<file path="config.mk">
export PLATFORM = sky130hd
export DESIGN_NAME = mxi_memport
export DESIGN_NICKNAME = d
export VERILOG_FILES = /design/src/rtl/mxi_pkg.sv /design/src/rtl/mxi_regs.sv /design/src/rtl/mxi_ctl.sv /design/src/rtl/mxi_memport.sv
export SDC_FILE = /design/constraint.sdc
export NUM_CORES = 1
export LEC_CHECK = 0
export ABC_AREA = 1
export CORE_MARGIN = 4
export CORE_UTILIZATION = 44
export DETAILED_ROUTE_END_ITERATION = 8
export HOLD_SLACK_MARGIN = 0.12
export PLACE_DENSITY = 0.79
export SYNTH_ARGS = -nofsm -noshare
export SYNTH_HDL_FRONTEND = slang
export SYNTH_SLANG_ARGS = --single-unit
</file>
<file path="constraint.sdc">
create_clock -name clk -period 1.39 [get_ports clk]
set_input_delay 0.139 -clock clk [delete_from_list [all_inputs] [get_ports clk]]
set_output_delay 0.139 -clock clk [all_outputs]
set_load 0.01 [all_outputs]
</file>
<file path="src/rtl/mxi_pkg.sv">
package mxi_pkg;
   typedef enum logic [1:0] {
      MOP_NONE  = 2'b00,
      MOP_READ  = 2'b01,
      MOP_WRITE = 2'b10,
      MOP_WAIT  = 2'b11
   } mop_e;
endpackage

</file>
<file path="src/rtl/mxi_regs.sv">
module mxi_regs #(
   parameter int AW = 16,
   parameter int DW = 16
) (
   input  logic          clk,
   input  logic          rst_n,
   input  logic [DW-1:0] bus_val,
   input  logic          mar_load,
   input  logic          mbr_load,
   input  logic          rd_done,
   input  logic [DW-1:0] rdata,
   output logic [AW-1:0] mar_q,
   output logic [DW-1:0] mbr_q
);
   always_ff @(posedge clk) begin
      if (!rst_n) begin
         mar_q <= '0;
         mbr_q <= '0;
      end else begin
         if (mar_load) mar_q <= bus_val[AW-1:0];
         if (rd_done)       mbr_q <= rdata;
         else if (mbr_load) mbr_q <= bus_val;
      end
   end


   mar_load_chk: assert property (@(posedge clk) disable iff (!rst_n)
      mar_load |=> mar_q == $past(bus_val[AW-1:0]));

   rd_capture_chk: assert property (@(posedge clk) disable iff (!rst_n)
      rd_done |=> mbr_q == $past(rdata));
endmodule

</file>
<file path="src/rtl/mxi_ctl.sv">
module mxi_ctl
   import mxi_pkg::*;
#(
   parameter int AW         = 16,
   parameter int DW         = 16,
   parameter bit STICKY_ERR = 1'b1
) (
   input  logic          clk,
   input  logic          rst_n,
   input  mop_e          op,
   input  logic          mar_load,
   input  logic          mbr_load,
   input  logic [DW-1:0] bus_val,
   input  logic [AW-1:0] mar_q,
   input  logic [DW-1:0] mbr_q,
   input  logic          ack,
   output logic          busy,
   output logic          we,
   output logic [AW-1:0] addr,
   output logic [DW-1:0] wdata,
   output logic          rd_done,
   output logic          stall,
   output logic          err
);
   logic is_rw, free_slot, launch, rejected;

   assign is_rw     = (op == MOP_READ) || (op == MOP_WRITE);
   assign free_slot = !busy || ack;
   assign launch    = is_rw && free_slot;
   assign rejected  = is_rw && !free_slot;
   assign rd_done   = busy && ack && !we;
   assign stall     = (op == MOP_WAIT) && busy && !ack;

   always_ff @(posedge clk) begin
      if (!rst_n) begin
         busy  <= 1'b0;
         we    <= 1'b0;
         addr  <= '0;
         wdata <= '0;
      end else if (launch) begin
         busy  <= 1'b1;
         we    <= (op == MOP_WRITE);
         addr  <= mar_load ? bus_val[AW-1:0] : mar_q;
         wdata <= mbr_load ? bus_val : mbr_q;
      end else if (ack) begin
         busy  <= 1'b0;
      end
   end

   generate
      if (STICKY_ERR) begin : g_sticky
         always_ff @(posedge clk) begin
            if (!rst_n) err <= 1'b0;
            else        err <= err | rejected;
         end

         err_hold_chk: assert property (@(posedge clk) disable iff (!rst_n)
            err |=> err);
      end else begin : g_pulse
         always_ff @(posedge clk) begin
            if (!rst_n) err <= 1'b0;
            else        err <= rejected;
         end
      end
   endgenerate


   req_hold_chk: assert property (@(posedge clk) disable iff (!rst_n)
      (busy && !ack) |=> busy && $stable(addr) && $stable(we) && $stable(wdata));

   hold_open_chk: assert property (@(posedge clk) disable iff (!rst_n)
      stall |-> busy && !ack);

   no_idle_stall_chk: assert property (@(posedge clk) disable iff (!rst_n)
      !busy |-> !stall);
endmodule

</file>
<file path="src/rtl/mxi_memport.sv">
module mxi_memport
   import mxi_pkg::*;
#(
   parameter int AW         = 16,
   parameter int DW         = 16,
   parameter bit STICKY_ERR = 1'b1
) (
   input  logic          clk,
   input  logic          rst_n,
   input  logic [DW-1:0] bus_val,
   input  logic          mar_load,
   input  logic          mbr_load,
   input  logic [1:0]    mem_op,
   output logic [AW-1:0] mar_q,
   output logic [DW-1:0] mbr_q,
   output logic          step_hold,
   output logic          op_err,
   output logic          ext_req,
   output logic          ext_we,
   output logic [AW-1:0] ext_addr,
   output logic [DW-1:0] ext_wdata,
   input  logic [DW-1:0] ext_rdata,
   input  logic          ext_ack
);
   generate
      if (AW < 1 || DW < 1) begin : g_bad_width
         $error("mxi_memport: AW and DW must be at least 1");
      end
      if (AW > DW) begin : g_bad_aw
         $error("mxi_memport: AW must not exceed DW");
      end
   endgenerate

   mop_e op;
   logic rd_done;

   assign op = mop_e'(mem_op);

   mxi_regs #(.AW(AW), .DW(DW)) u_regs (
      .clk      (clk),
      .rst_n    (rst_n),
      .bus_val  (bus_val),
      .mar_load (mar_load),
      .mbr_load (mbr_load),
      .rd_done  (rd_done),
      .rdata    (ext_rdata),
      .mar_q    (mar_q),
      .mbr_q    (mbr_q)
   );

   mxi_ctl #(.AW(AW), .DW(DW), .STICKY_ERR(STICKY_ERR)) u_ctl (
      .clk      (clk),
      .rst_n    (rst_n),
      .op       (op),
      .mar_load (mar_load),
      .mbr_load (mbr_load),
      .bus_val  (bus_val),
      .mar_q    (mar_q),
      .mbr_q    (mbr_q),
      .ack      (ext_ack),
      .busy     (ext_req),
      .we       (ext_we),
      .addr     (ext_addr),
      .wdata    (ext_wdata),
      .rd_done  (rd_done),
      .stall    (step_hold),
      .err      (op_err)
   );
endmodule

</file>
==> impl_metrics.csv, run 1 <==
group,metric,value,unit
critical_path,timing.critical_path.buf_inv,1,
pwr,power.density,1120,mW/mm^2
logic_synthesis,yosys_warnings,0,
floorplan,chipWidth,89.3,um
sta,holdWs,0.165,ns
logic_synthesis,synth_top_family_by_area,"simple AND/OR/NAND/NOR gates",
clock_tree,clock_tree.root_cell,"clkbuf_8",
critical_path,critPathLaunchType,"flop",
clock_tree,cts_buffers,9,
placement,hpwl,6.19,mm
final_layout,diodes,0,
critical_path,critical-path-top-delay-family,"buffers and inverters",
sta,period_needed,1.37,ns
final_layout,syn2layout_area_growth,50.4,%
route,wl_per_cell,13.1,um
route,drc,0,
logic_synthesis,yosys.area_share.simple,34.6,%
floorplan,fp.dieH,89.3,um
final_layout,stdcell_area,0.00438,mm^2
pwr,leakagePower,0.00259,uW
final_layout,multiInputGateArea,0.00124,mm^2
route,drt_iter0_markers,105,
floorplan,io_pins,107,
floorplan,die_area,0.00798,mm^2
grt,grtUsageTotal,20.8,%
hold_path,min_path_type,"primary input to flop",
sta,slew_viol_final,0,
pwr,ir_worst_vdd,0.645,mV
critical_path,crit_required,1.25,ns
grt,grt_antenna_before_repair,0,
logic_synthesis,ys_seq_area_share,46.1,%
logic_synthesis,synth.mux.area_fraction,0,%
clock_tree,cts.htree.levels,3,
clock_tree,cts_max_path_buffers,2,
status,outcome,"completed",
route,antenna_left,0,
critical_path,critical_path_class,"flop to primary output",
floorplan,initial_core_util,45.6,%
route,drt-total-wl,8.43,mm
final_layout,n_fill_cell,538,
clock_tree,clkLatencyLatePin,0.34,ns
grt,grt_start_max_net_pins,47,
sta,tightest_slew,0.537,ns
critical_path,crit_chain,"clkdlybuf4s50_1",
final_layout,post_route_cells_drive_above_1_share,6.88,%
logic_synthesis,synthAdderAreaFrac,0.860,%
sta,timing.fmax,0.730,GHz
final_layout,seqCellArea,0.00134,mm^2
sta,rsz0062_at_grt,"no",
critical_path,cp_max_fo,2,
critical_path,cpPeakStageDelay,0.55,ns
sta,relSlewSlack,64.0,%
sta,hold_violations,0,
clock_tree,cts_tree,"done",
critical_path,slowest_stage,"clkdlybuf4s50_1",
logic_synthesis,synth_compound_area_share,6.41,%
placement,port_buffers,106,
sta,min_period_over_period,98.6,%
final_layout,fin_nets,603,
floorplan,rows,29,
grt,first_global_vias,2889,
critical_path,end_kind,"primary output",
route,vias,2968,
placement,gp_congestion,0.851,
clock_tree,path_clk_slew,0.07,ns
critical_path,arrival,1.23,ns
logic_synthesis,synth.net_count,489,
flow_run,drv_cap,0,
logic_synthesis,ys_seq_elements,67,
clock_tree,clock-sinks,67,
logic_synthesis,synthCells,448,
logic_synthesis,yosys.area_share.xor_xnor,0,%
logic_synthesis,syn_avg_cell_area,6.50,um^2
clock_tree,postCtsHoldBufs,0,
route,post_drt_via_cell_ratio,4.61,
placement,place_area,0.00406,mm^2
sta,setup_viol,0,
floorplan,core_area,0.00639,mm^2
logic_synthesis,syn_area,0.00291,mm^2
sta,finalSetupTns,0,ns
route,dr.pass1.iters,4,
grt,grt_overflow_total,0,
sta,finClkSkew,0.00506,ns
logic_synthesis,ys_types,18,
grt,grt_pass1_wl,12.6,mm
[synth_stat cells (all sizes together)]
cell | count | area, um^2
nand2 | 164 | 616
nor2 | 101 | 387
dfxtp | 67 | 1340
inv | 54 | 203
a21oi | 18 | 93.8
buf | 18 | 129
o21ai | 17 | 85.1
clkbuf | 4 | 15.0
ha | 2 | 25.0
clkinv | 1 | 3.75
nand3 | 1 | 5.00
o21a | 1 | 7.51
[metal layers]
layer	vias to the layer above	part of all wire [%]	track usage (%)	wire length, um
met3	19	7.2	4.15	605
met4	0	2.7	11.5	224
met5	-	0	0	0
met1	1299	41	24.2	3460
met2	98	49	35.8	4140
li1	1552	-	-	-
[power breakdown]
| part | leakage, uW | internal [uW] | total [uW] | switching [uW] |
|---|---|---|---|---|
| clock | 0.0000905 | 742 | 1450 | 706 |
| combinational | 0.00194 | 629 | 1250 | 621 |
| sequential | 0.000557 | 2110 | 2220 | 108 |
[kinds of logic after synthesis]
kind of cell	Yosys count
AND/OR/NAND/NOR	266
flip-flops	67
AO/OA/AOI/OAI	36
buffers and inverters	77
adder cells (fa/ha/maj)	2
[worst paths after layout]
kind	from	end	slack, ns	cells past startpoint
setup / recovery	u_regs.mbr_q[2]	mbr_q[2]	0.02	1
hold / removal	rst_n	u_ctl.wdata[0]	0.17	3
setup reg to reg	u_ctl.busy	u_ctl.wdata[2]	0.16	7
hold reg to reg	u_ctl.addr[8]	u_ctl.addr[8]	0.48	2
[cell usage in the layout, fill, tap and decap left out]
cell type        synthesis  final
buf_4                    4     14
nand3_1                  1      1
buf_2                    7      1
dfxtp_2                  0      1
o21a_1                   1      1
nor2_1                 100    100
a21oi_1                 17     17
clkbuf_8                 0     11
o21ai_0                 17     17
clkdlybuf4s50_1          0     63
clkbuf_16                0      1
dlymetal6s2s_1           0     32
clkbuf_2                 0      1
nand2_1                164    164
inv_1                   53     53
clkinv_1                 1      1
a21oi_4                  0      1
buf_12                   0      3
clkinv_2                 0      2
ha_4                     0      1
clkbuf_1                 4      3
dlygate4sd2_1            0      9
dfxtp_1                 67     66
buf_6                    5      1
ha_1                     2      1
nor2_4                   1      1
inv_2                    1      1
[sequential cells by signal, indices dropped and copies added (netlist names)]
register / count
u_ctl.addr: 16
u_ctl.busy: 1
u_ctl.err: 1
u_ctl.wdata: 16
u_ctl.we: 1
u_regs.mar_q: 16
u_regs.mbr_q: 16
[cell type report]
type                       instances  share of cell area (%)
multi-input combinational        304                    28.3
inverter                          55                    4.72
clock buffer                      14                    3.72
sequential                        67                    30.7
timing repair buffer             125                    30.2
tap                               77                    2.20
clock inverter                     2                   0.229
[what timing repair did]
item,CTS,global route
pin swaps,0,0
gates resized for setup,11,38
endpoints found under the setup margin,10,66
gates cloned,0,2
setup buffers,0,3
[through the flow]
step | power (uW) | utilization [%] | setup WS, ns | cells
2_1_floorplan | 2870 | - | 0.238 | 448
3_3_place_gp | 3460 | 63.5 | -0.323 | 623
3_5_place_dp | 3500 | 63.5 | -0.346 | 623
4_1_cts | 4890 | 66.0 | 0.000981 | 639
5_1_grt | 5170 | 68.6 | 0.000471 | 644
6_report | 4920 | 68.6 | 0.0198 | 644
No activity file was read; power rests on OpenSTA's default activity.
==> run 2: changes to the inputs <==
- CORE_UTILIZATION: 44 -> 30
- CTS_CLUSTER_DIAMETER: unset -> 200
- PLACE_DENSITY: 0.79 -> unset
- SLEW_MARGIN: unset -> 0
==> impl_metrics.csv, run 2 (synthesized netlist as in run 1, its figures left out) <==
group,metric,value,unit
pwr,power_frac_comb,22.6,%
final_layout,final_common_cell,"nand2_1",
floorplan,rows,35,
critical_path,critical-path-top-delay-family,"buffers and inverters",
floorplan,die_area,0.0113,mm^2
final_layout,final_cell_mix,"164 x nand2_1, 100 x nor2_1, 66 x dfxtp_1, 53 x inv_1, 44 x clkdlybuf4s50_1",
grt,grt_start_max_net_pins,38,
sta,rsz0062_at_grt,"no",
clock_tree,cts_max_path_buffers,2,
pwr,total_power,5550,uW
sta,hold_violations,0,
grt,grt_antenna_before_repair,0,
sta,min_period_over_period,97.0,%
route,drc,0,
pwr,cellInternalPower,4030,uW
critical_path,critPathLaunchType,"flop",
sta,slew_viol_final,0,
clock_tree,path_clk_slew,0.08,ns
pwr,power.density,1210,mW/mm^2
pwr,clockPowerShare,37.5,%
final_layout,diodes,0,
final_layout,n_fill_cell,958,
pwr,p_sw,1520,uW
placement,dp_cells,680,
critical_path,cp_max_fo,2,
sta,tightest_slew,0.303,ns
pwr,p_seq_share,40.0,%
grt,grtUsageTotal,15.4,%
pwr,ir_worst_vdd,0.673,mV
clock_tree,cts_tree,"done",
final_layout,post_route_cells_drive_above_1_share,7.89,%
route,vias,2944,
route,drt_iter0_markers,109,
placement,hpwl,6.67,mm
final_layout,stdcell_area,0.00459,mm^2
critical_path,slowest_stage,"clkdlybuf4s50_1",
sta,finClkSkew,0.0118,ns
pwr,leakagePower,0.00271,uW
route,wl_per_cell,12.8,um
route,drt-total-wl,8.95,mm
critical_path,end_kind,"primary output",
clock_tree,cts_buffers,9,
final_layout,layoutNonFillerInstCount,699,
pwr,swShare,27.4,%
status,outcome,"completed",
final_layout,fin_nets,606,
critical_path,crit_chain,"clkdlybuf4s50_1",
clock_tree,clock_tree.root_cell,"clkbuf_8",
critical_path,cpPeakStageDelay,0.54,ns
critical_path,crit_required,1.25,ns
sta,period_needed,1.35,ns
route,post_drt_via_cell_ratio,4.21,
critical_path,timing.critical_path.buf_inv,1,
floorplan,chipWidth,106,um
sta,timing.fmax,0.741,GHz
placement,port_buffers,106,
grt,grt_overflow_total,0,
final_layout,syn2layout_area_growth,57.6,%
floorplan,fp.dieH,106,um
grt,first_global_vias,2860,
sta,holdWs,0.178,ns
flow_run,drv_cap,0,
hold_path,min_path_type,"primary input to flop",
sta,setup_viol,0,
placement,gp_congestion,0.870,
grt,grt_pass1_wl,13.7,mm
route,dr.pass1.iters,5,
floorplan,initial_core_util,31.2,%
clock_tree,clock-sinks,67,
clock_tree,postCtsHoldBufs,0,
route,antenna_left,0,
critical_path,arrival,1.21,ns
sta,relSlewSlack,79.8,%
floorplan,io_pins,107,
clock_tree,clkLatencyLatePin,0.34,ns
critical_path,critical_path_class,"flop to primary output",
placement,place_area,0.00421,mm^2
floorplan,core_area,0.00933,mm^2
clock_tree,cts.htree.levels,3,
==> run 2: cell count changes in the layout (fill, tap and decap cells not counted), sizes merged, moves of 2 or more <==
cell           delta
buf               +2
bufinv            +3
clkbuf            -2
clkdlybuf4s50    -19
clkinv            -2
dlygate4sd2      +20
==> run 2: area by class of cell <==
cell class                      count  area, um^2  area share (%)
Clock buffer                       11         151            3.30
Clock inverter                      5         106            2.32
Sequential cell                    67        1340            29.3
Tap cell                          129         161            3.52
Timing Repair Buffer              128        1380            30.1
Multi-Input combinational cell    304        1240            27.0
Inverter                           55         206            4.50
==> run 2: power groups by stage <==
stage | logic [uW] | registers [uW] | clock network [uW]
2_1_floorplan | 532 | 2340 | 0
3_3_place_gp | 1260 | 2270 | 0
3_5_place_dp | 1270 | 2270 | 0
4_1_cts | 1220 | 2220 | 2120
5_1_grt | 1390 | 2240 | 2190
6_report | 1250 | 2220 | 2080
==> run 2: repair_timing <==
| action | CTS | global route |
|---|---|---|
| gates resized for setup | 31 | 34 |
| setup endpoints to repair | 30 | 64 |
| buffers inserted | 0 | 1 |
| cloned | 0 | 2 |
==> run 2: worst paths after layout <==
kind	startpoint	to	slack [ns]	depth (start not counted)
worst min-delay path	rst_n	u_ctl.wdata[0]	0.18	3
worst max-delay path	u_regs.mar_q[11]	mar_q[11]	0.04	1
worst min register to register	u_ctl.err	u_ctl.err	0.47	1
worst max register to register	u_ctl.busy	u_ctl.addr[12]	0.17	7
==> run 2: through the flow <==
step | TNS (ns) | util, % | setup WS [ns]
after global routing | 0 | 49.2 | 0.000762
after global placement | -9.56 | 45.1 | -0.297
final | 0 | 49.2 | 0.0413
after CTS | 0 | 47.5 | 0.000107
after detailed placement | -10.12 | 45.1 | -0.330
after floorplan | 0 | - | 0.238
==> run 2: layer usage <==
metal | GRT usage, % | share of wire [%]
met3 | 3.40 | 4.6
met1 | 19.5 | 47
met4 | 6.03 | 1.0
met2 | 25.4 | 48
met5 | 0 | 0
